$ cat config.mk
export PLATFORM = sky130hd
export DESIGN_NAME = drdy_irq_gen
export DESIGN_NICKNAME = d
export VERILOG_FILES = /design/src/rtl/drdy_pkg.sv /design/src/rtl/drdy_event_merge.sv /design/src/rtl/drdy_held.sv /design/src/rtl/drdy_timed.sv /design/src/rtl/drdy_pad.sv /design/src/rtl/drdy_irq_gen.sv
export SDC_FILE = /design/constraint.sdc
export NUM_CORES = 1
export LEC_CHECK = 0
export BUFFER_PORTS_ARGS = -buffer_cell sky130_fd_sc_hd__buf_4
export CAP_MARGIN = 5
export CORE_UTILIZATION = 56
export DETAILED_ROUTE_END_ITERATION = 10
export PLACE_DENSITY = 0.81
export SYNTH_ARGS = -nofsm -noshare
export SYNTH_HDL_FRONTEND = slang
export SYNTH_SLANG_ARGS = --single-unit
$ cat constraint.sdc
create_clock -name clk -period 2.95 [get_ports clk]
set_clock_uncertainty 0.2 [all_clocks]
set_input_delay 0.1475 -clock clk [delete_from_list [all_inputs] [get_ports clk]]
set_output_delay 0.1475 -clock clk [all_outputs]
set_load 0.02 [all_outputs]
$ cat src/rtl/drdy_pkg.sv
package drdy_pkg;

    typedef enum logic [1:0] {
        MODE_OFF   = 2'd0,
        MODE_HELD  = 2'd1,
        MODE_TIMED = 2'd2
    } irq_mode_e;

    typedef struct packed {
        logic enable;
        logic timed;
        logic active_low;
        logic open_drain;
        logic temp_flag;
    } irq_cfg_t;

    typedef struct packed {
        logic oe;
        logic dat;
    } pad_t;

    // Cycles for a pulse of dur_ns at clk_khz, rounded up, at least one.
    function automatic int unsigned pulse_cycles(input longint clk_khz, input longint dur_ns);
        longint c;
        c = (clk_khz * dur_ns + 64'd999_999) / 64'd1_000_000;
        if (c < 1) c = 1;
        return int'(c);
    endfunction

    function automatic irq_mode_e pick_mode(input irq_cfg_t cfg);
        if (!cfg.enable)   return MODE_OFF;
        else if (cfg.timed) return MODE_TIMED;
        else               return MODE_HELD;
    endfunction

    function automatic pad_t pad_encode(input logic active, input logic act_low, input logic od);
        pad_t p;
        logic lvl;
        lvl = active ^ act_low;
        if (od) begin
            p.oe  = ~lvl;
            p.dat = 1'b0;
        end else begin
            p.oe  = 1'b1;
            p.dat = lvl;
        end
        return p;
    endfunction

endpackage

$ cat src/rtl/drdy_event_merge.sv
module drdy_event_merge
    import drdy_pkg::*;
(
    input  logic      smp_rate_new,
    input  logic      smp_temp_new,
    input  logic      rd_x_high,
    input  logic      rd_y_high,
    input  logic      rd_status,
    input  irq_cfg_t  cfg,
    output logic      evt,
    output logic      clr,
    output irq_mode_e mode
);
    always_comb begin
        evt  = smp_rate_new | (cfg.temp_flag & smp_temp_new);
        clr  = rd_x_high | rd_y_high | rd_status;
        mode = pick_mode(cfg);
    end
endmodule

$ cat src/rtl/drdy_held.sv
module drdy_held
    import drdy_pkg::*;
(
    input  logic      clk,
    input  logic      rst,
    input  irq_mode_e mode,
    input  logic      evt,
    input  logic      clr,
    output logic      active
);
    logic lvl_q;
    logic run;

    assign run    = (mode == MODE_HELD);
    assign active = lvl_q;

    always_ff @(posedge clk) begin
        if (rst)       lvl_q <= 1'b0;
        else if (!run) lvl_q <= 1'b0;
        else if (evt)  lvl_q <= 1'b1;
        else if (clr)  lvl_q <= 1'b0;
    end

    AST_SAMPLE_BEATS_READ: assert property (@(posedge clk) disable iff (rst)
        (run && evt && clr) |=> lvl_q);
    AST_READ_CLEARS: assert property (@(posedge clk) disable iff (rst)
        (run && clr && !evt) |=> !lvl_q);
    AST_HELD_STAYS: assert property (@(posedge clk) disable iff (rst)
        (run && lvl_q && !clr && !evt) |=> lvl_q);
    AST_OFF_CLEARS_HELD: assert property (@(posedge clk) disable iff (rst)
        (mode == MODE_OFF) |=> !lvl_q);
endmodule

$ cat src/rtl/drdy_timed.sv
module drdy_timed
    import drdy_pkg::*;
#(
    parameter int unsigned CYCLES = 8,
    localparam int CNT_W = $clog2(CYCLES + 1)
) (
    input  logic      clk,
    input  logic      rst,
    input  irq_mode_e mode,
    input  logic      evt,
    output logic      active
);
    localparam logic [CNT_W-1:0] LOAD = CNT_W'(CYCLES);

    logic [CNT_W-1:0] cnt_q;
    logic             run;

    assign run    = (mode == MODE_TIMED);
    assign active = (cnt_q != '0);

    always_ff @(posedge clk) begin
        if (rst)                cnt_q <= '0;
        else if (!run)          cnt_q <= '0;
        else if (evt)           cnt_q <= LOAD;
        else if (cnt_q != '0)   cnt_q <= cnt_q - 1'b1;
    end

    AST_PULSE_LOAD: assert property (@(posedge clk) disable iff (rst)
        (run && evt) |=> (cnt_q == LOAD));
    AST_PULSE_COUNTDOWN: assert property (@(posedge clk) disable iff (rst)
        (run && !evt && cnt_q != '0) |=> (cnt_q == $past(cnt_q) - 1'b1));
    AST_PULSE_QUIET: assert property (@(posedge clk) disable iff (rst)
        (run && !evt && cnt_q == '0) |=> (cnt_q == '0));
endmodule

$ cat src/rtl/drdy_pad.sv
module drdy_pad
    import drdy_pkg::*;
(
    input  logic     active,
    input  irq_cfg_t cfg,
    output pad_t     pad
);
    always_comb pad = pad_encode(active, cfg.active_low, cfg.open_drain);

    always_comb begin
        if (cfg.open_drain)
            AST_OD_NEVER_DRIVES_HIGH: assert (!(pad.oe && pad.dat));
        else
            AST_PP_ALWAYS_DRIVES: assert (pad.oe);
    end
endmodule

$ cat src/rtl/drdy_irq_gen.sv
module drdy_irq_gen
    import drdy_pkg::*;
#(
    parameter longint CLK_FREQ_KHZ = 100_000,
    parameter longint PULSE_NS     = 75_000,
    localparam int unsigned PULSE_CYCLES = pulse_cycles(CLK_FREQ_KHZ, PULSE_NS)
) (
    input  logic clk,
    input  logic rst,
    input  logic smp_rate_new,
    input  logic smp_temp_new,
    input  logic rd_x_high,
    input  logic rd_y_high,
    input  logic rd_status,
    input  logic rd_other,
    input  logic cfg_enable,
    input  logic cfg_timed,
    input  logic cfg_active_low,
    input  logic cfg_open_drain,
    input  logic cfg_temp_flag,
    output logic pin_out,
    output logic pin_oe
);
    irq_cfg_t  cfg;
    irq_mode_e mode;
    logic      evt, clr;
    logic      held_act, timed_act, irq_act;
    pad_t      pad;
    logic      unused_rd;

    assign cfg = '{enable: cfg_enable, timed: cfg_timed, active_low: cfg_active_low,
                   open_drain: cfg_open_drain, temp_flag: cfg_temp_flag};
    // Reads of unrelated registers are accepted at the port and intentionally discarded.
    assign unused_rd = rd_other;

    drdy_event_merge u_merge (
        .smp_rate_new (smp_rate_new),
        .smp_temp_new (smp_temp_new),
        .rd_x_high    (rd_x_high),
        .rd_y_high    (rd_y_high),
        .rd_status    (rd_status),
        .cfg          (cfg),
        .evt          (evt),
        .clr          (clr),
        .mode         (mode)
    );

    drdy_held u_held (
        .clk    (clk),
        .rst    (rst),
        .mode   (mode),
        .evt    (evt),
        .clr    (clr),
        .active (held_act)
    );

    drdy_timed #(.CYCLES(PULSE_CYCLES)) u_timed (
        .clk    (clk),
        .rst    (rst),
        .mode   (mode),
        .evt    (evt),
        .active (timed_act)
    );

    always_comb begin
        unique case (mode)
            MODE_HELD:  irq_act = held_act;
            MODE_TIMED: irq_act = timed_act;
            default:    irq_act = 1'b0;
        endcase
    end

    drdy_pad u_pad (
        .active (irq_act),
        .cfg    (cfg),
        .pad    (pad)
    );

    assign pin_out = pad.dat;
    assign pin_oe  = pad.oe;

    AST_DISABLED_PIN_IDLE: assert property (@(posedge clk) disable iff (rst)
        (!cfg_enable && !cfg_open_drain) |-> (pin_out == cfg_active_low));
    AST_HELD_EXCLUSIVE: assert property (@(posedge clk) disable iff (rst)
        !(held_act && timed_act));
endmodule

==> metrics, run 1 <==
die area=1560 um2; Synth Instances=91; hold path depth=4; final worst slack=0.489 ns; CP Max Fanout=9; status=completed; Avg WL per Cell=14.2 um; asr flop ratio synth=0%; initial antenna violation count=0; Period minus WS final=2.46 ns; Seq/Total Area, Yosys=35.7%; Rows=13; Hold Vio Cnt, Final=0; root buffer cell=clkbuf_4; Syn Nets=105; HP Class=in -> reg; worst r2r src=u_held.active$_SDFFE_PP0P_; Rel. slew slack=61.0%; Clock Sinks=14; gr usage total=27.3%; Horiz. Die Dim=39.5 um; final wirelength=1740 um; initial DRC count=14; Syn Area/Cell=8.63 um2; period utilisation layout=83.4%; antenna viol nets, final=0; EDFF count, synth=0; DRC=0; CTS Hold Buffers Added=2; routed via count=737; fin util=72.0%; Syn Std Cell Area=786 um2; clock buffer depth=2; flops & latches, synth=14; RSZ-0062 raised after global routing=false; TNS Setup=0 ns; CTS tree=built; core area=1300 um2; power density over the cells=449 nW/um2; GRT busiest layer=met2; r2r setup slk=0.82 ns; Reg clk slew, reported paths=0.08 ns; die height=39.5 um; max_cap viols=0; Detail Placement HPWL=1300 um; most frequent cells in the layout=buf_4 (14), dfxtp_1 (14), a21oi_1 (10); Worst Setup SP=u_timed.cnt_q[4]$_SDFFE_PP0P_; Lkg Pwr=0.391 nW; hold path start=smp_rate_new; CP required=2.60 ns; R2R Path End=u_held.active$_SDFFE_PP0P_; Placed Instance Area=895 um2; signal arrival time at the worst endpoint=2.11 ns; DRT Pass-1 Iters=4; Initial Util=60.4%; CP Capture Type=output pin; total CTS buffers=3; Ys Warns=0; maximum number of pins on one net before global-route repair=10; wire length of the first global-routing pass=2750 um; GRT overflow=0; Via density=5.99; area delta synth->final=19.3%; Setup WS pre-CTS=0.795 ns; grt met2 use=46.3%; postcts setup bufs=0; Synth Flop Type=dfxtp_1; fmax=406 MHz; clk_lat worst skew=0.27 ns; peak supply drop=0.274 mV; Hold Path Sink=u_timed.cnt_q[3]$_SDFFE_PP0P_; Cell variety after synth=35; n_diodes=0; IO Port Bufs=13; met3 Track Usage GR=10.2%; met1 usage=30.2%; vias in the first global route=660; Layout Cell Area excl Fill=937 um2; cts repair resizes=0; worst slew pin tran=0.580 ns; final setup fails=0; crit path kind=reg -> out; # IOs=15; GP Congestion=0.751; reg2reg path depth=3; Final #Nets=124; CP Launch Type=flip-flop; layout cell share with drive strength beyond 1=20.4%; Max Slew Vio Count=0; Clock H-tree levels=1
cell type report:
type,instances,area (um2)
clock buffers,3,22.5
repair buffers,16,125
well taps,15,18.8
fillers,107,364
inverters,5,18.8
flip-flops and latches,14,280
multi-input cells,70,472
critical path: stages, from the launching register on:
cell and delay [ns]:
dfxtp_1 0.35, or4_4 0.60, nor3_4 0.21, a31oi_1 0.16, mux2_1 0.36, buf_4 0.16
metrics by stage:
step                instances  power (mW)  hold slack (ns)
floorplan                  91       0.290           0.0306
global placement          118       0.316            0.126
detailed placement        118       0.321            0.134
CTS                       123       0.423           0.0879
global route              123       0.446            0.112
finish                    123       0.421           0.0964
power breakdown:
part           total (mW)  internal [mW]  switching (mW)  leakage [nW]
combinational       0.118         0.0571          0.0607         0.264
clock               0.102         0.0472          0.0544        0.0138
sequential          0.201          0.195         0.00614         0.114
total               0.421          0.300           0.121         0.391
registers in the layout (all words and copies together) (netlist names):
name,count
u_held.active,1
u_timed.cnt_q,13
routing by layer:
layer  vias up  wire length (um)
met5         -                 0
met2        18               884
met1       339               748
met3         6                74
met4         0                35
li1        374                 -
synth_stat cells, types with 2 or more instances:
cell type,number,area (um2)
nor3_1,2,10.0
nand2b_1,3,18.8
nand2_1,5,18.8
a31oi_1,5,31.3
or3_1,3,18.8
dfxtp_1,14,280
o21ai_1,2,10.0
o21ai_0,4,20.0
nor2b_1,3,18.8
mux2_1,3,33.8
or4_1,2,15.0
inv_1,5,18.8
a21oi_1,10,50.1
mux2i_1,2,20.0
nor2_1,8,30.0
cells by family (layout without fill, tap and decap cells):
logic type | count (synthesis) | in the layout | synth area share (%)
AND/OR/NAND/NOR | 38 | 38 | 32.2
AO/OA/AOI/OAI | 25 | 25 | 18.3
flip-flops | 14 | 14 | 35.7
buffers and inverters | 7 | 24 | 4.30
multiplexers | 5 | 5 | 6.85
adder cells (fa/ha/maj) | 1 | 1 | 1.59
XOR/XNOR | 1 | 1 | 1.11
worst max path at each step:
stage                         end  slack [ns]  cells after the start
after floorplan            pin_oe        0.92                      5
after global placement    pin_out        0.83                      5
after detailed placement   pin_oe        0.80                      5
after CTS                  pin_oe        0.49                      5
after global routing       pin_oe        0.41                      5
final                      pin_oe        0.49                      5
No activity file was read; power rests on OpenSTA's default activity.
==> inputs of run 2 (changes only) <==
--- a/config.mk
+++ b/config.mk
@@ -7,9 +7,9 @@
 export LEC_CHECK = 0
 export BUFFER_PORTS_ARGS = -buffer_cell sky130_fd_sc_hd__buf_4
 export CAP_MARGIN = 5
-export CORE_UTILIZATION = 56
+export CORE_UTILIZATION = 47
 export DETAILED_ROUTE_END_ITERATION = 10
-export PLACE_DENSITY = 0.81
+export PLACE_DENSITY = 0.72
 export SYNTH_ARGS = -nofsm -noshare
 export SYNTH_HDL_FRONTEND = slang
 export SYNTH_SLANG_ARGS = --single-unit
==> constraint.sdc (replaced) <==
create_clock -name clk -period 2 [get_ports clk]
set_clock_uncertainty 0.2 [all_clocks]
set_input_delay 0.1 -clock clk [delete_from_list [all_inputs] [get_ports clk]]
set_output_delay 0.1 -clock clk [all_outputs]
set_load 0.02 [all_outputs]
==> metrics, run 2 (synthesis gave the netlist of run 1 again) <==
n_diodes=0; HP Class=in -> reg; FF/Latch Area=282 um2; final worst slack=-0.226 ns; total CTS buffers=3; CP Max Fanout=2; Critical Path, Cell by Cell=or4_4 > nor3_4 > a31oi_4 > mux2_4 > buf_6; Lkg Pwr=0.484 nW; final wirelength=2010 um; Largest register FFs=13; Biggest register=u_timed.cnt_q; Multi-input gate area=524 um2; Rows=14; max_cap viols=0; wire length of the first global-routing pass=2810 um; Detail Placement HPWL=1250 um; fmax=449 MHz; Reg clk slew, reported paths=0.08 ns; Filler cells=115; status=complete, but fails checks; root buffer cell=clkbuf_4; Setup WS pre-CTS=-0.00297 ns; Levels on crit path=5; Clock Sinks=14; Hold Vio Cnt, Final=0; worst slew pin tran=0.465 ns; peak supply drop=0.408 mV; GRT overflow=0; Final #Nets=140; area delta synth->final=45.2%; vias in the first global route=671; clock buffer depth=2; commonest non-fill, non-tap cell in the layout=buf_4; worst stage delay on the critical path=0.56 ns; Rel. slew slack=68.8%; Max Slew Vio Count=0; Worst Setup SP=u_timed.cnt_q[3]$_SDFFE_PP0P_; Largest delay share family, worst path=simple AND/OR/NAND/NOR gates; # IOs=15; Period minus WS final=2.23 ns; TNS Setup=-1.46 ns; core area=1540 um2; Horiz. Die Dim=42.9 um; clk_lat worst skew=0.28 ns; power density over the cells=622 nW/um2; layout cell share with drive strength beyond 1=37.1%; die height=42.9 um; initial DRC count=14; final setup fails=12; CP Capture Type=output pin; CP bufs+invs=1; Clock H-tree levels=1; violated checks=negative setup slack; die area=1840 um2; worst r2r src=u_timed.cnt_q[3]$_SDFFE_PP0P_; RSZ-0062 raised after global routing=true; hold path depth=4; initial antenna violation count=0; Final Power=0.710 mW; IO Port Bufs=13; CP required=1.70 ns; signal arrival time at the worst endpoint=1.93 ns; hold path start=smp_rate_new; antenna viol nets, final=0; DRC=0; period utilisation layout=111%; Via density=5.44; crit path kind=reg -> out; CP Launch Type=flip-flop; CTS tree=built; most frequent cells in the layout=buf_4 (21), dfxtp_1 (13), a21oi_1 (8); CP max stage cell=or4_4; GP Congestion=0.796; maximum number of pins on one net before global-route repair=9; Initial Util=51.0%; hold slack=0.0488 ns; Avg WL per Cell=14.3 um; fin cells=140; gr usage total=20.4%; reg2reg path depth=7; routed via count=761; DRT Pass-1 Iters=3; dpl cells=128
## run 2: cell types whose count changed in the layout (fill, tap and decap cells not counted), moves of 2 or more
cell and change:
a21oi_2 +2, mux2_4 +2, mux2_1 -2, buf_6 +5, dlygate4sd3_1 +4, buf_4 +7, a21oi_1 -2
## run 2: power by group
part / switching [mW] / total [mW] / internal (mW)
combinational: 0.114 / 0.252 / 0.138
clock: 0.0919 / 0.162 / 0.0699
sequential: 0.00792 / 0.296 / 0.288
total: 0.214 / 0.710 / 0.496
## run 2: through the flow
step,cell area (um2),util (%)
6_report,1140,74.0
5_1_grt,1140,74.0
4_1_cts,1050,68.3
3_5_place_dp,963,62.5
3_3_place_gp,963,62.5
2_1_floorplan,786,-
## run 2: final timing paths
kind / to / slack (ns)
max: pin_oe / -0.23
min: u_timed.cnt_q[10]$_SDFFE_PP0P_ / 0.05
max reg2reg: u_timed.cnt_q[11]$_SDFFE_PP0P_ / -0.16
min reg2reg: u_timed.cnt_q[12]$_SDFFE_PP0P_ / 0.30
## run 2: layout make-up
cell class / count / area share [%]
Clock buffer: 3 / 1.97
Tap cell: 16 / 1.75
Inverter: 5 / 1.64
Sequential cell: 14 / 24.7
Multi-Input combinational cell: 70 / 45.9
Timing Repair Buffer: 32 / 24.0
## run 2: timing repair
action,in CTS,in global routing
hold buffers,2,5
gates resized for setup,8,12
endpoints found under the hold margin,1,1
pin swaps,3,4
buffers inserted,2,1
endpoints found under the setup margin,2,13
## run 2: metal layers
layer	track usage (%)	vias to the layer above	share of wire, %
met5	0	-	0
met4	9.38	0	1.1
met3	2.55	2	2.0
met2	34.5	9	52
met1	25.3	347	45
li1	-	403	-
## run 2: tightest hold or removal path: cells and delay by family
family	cells	cell delay [ns]
AOI/OAI and AO/OA	2	0.15
buffers and inverters	2	0.24
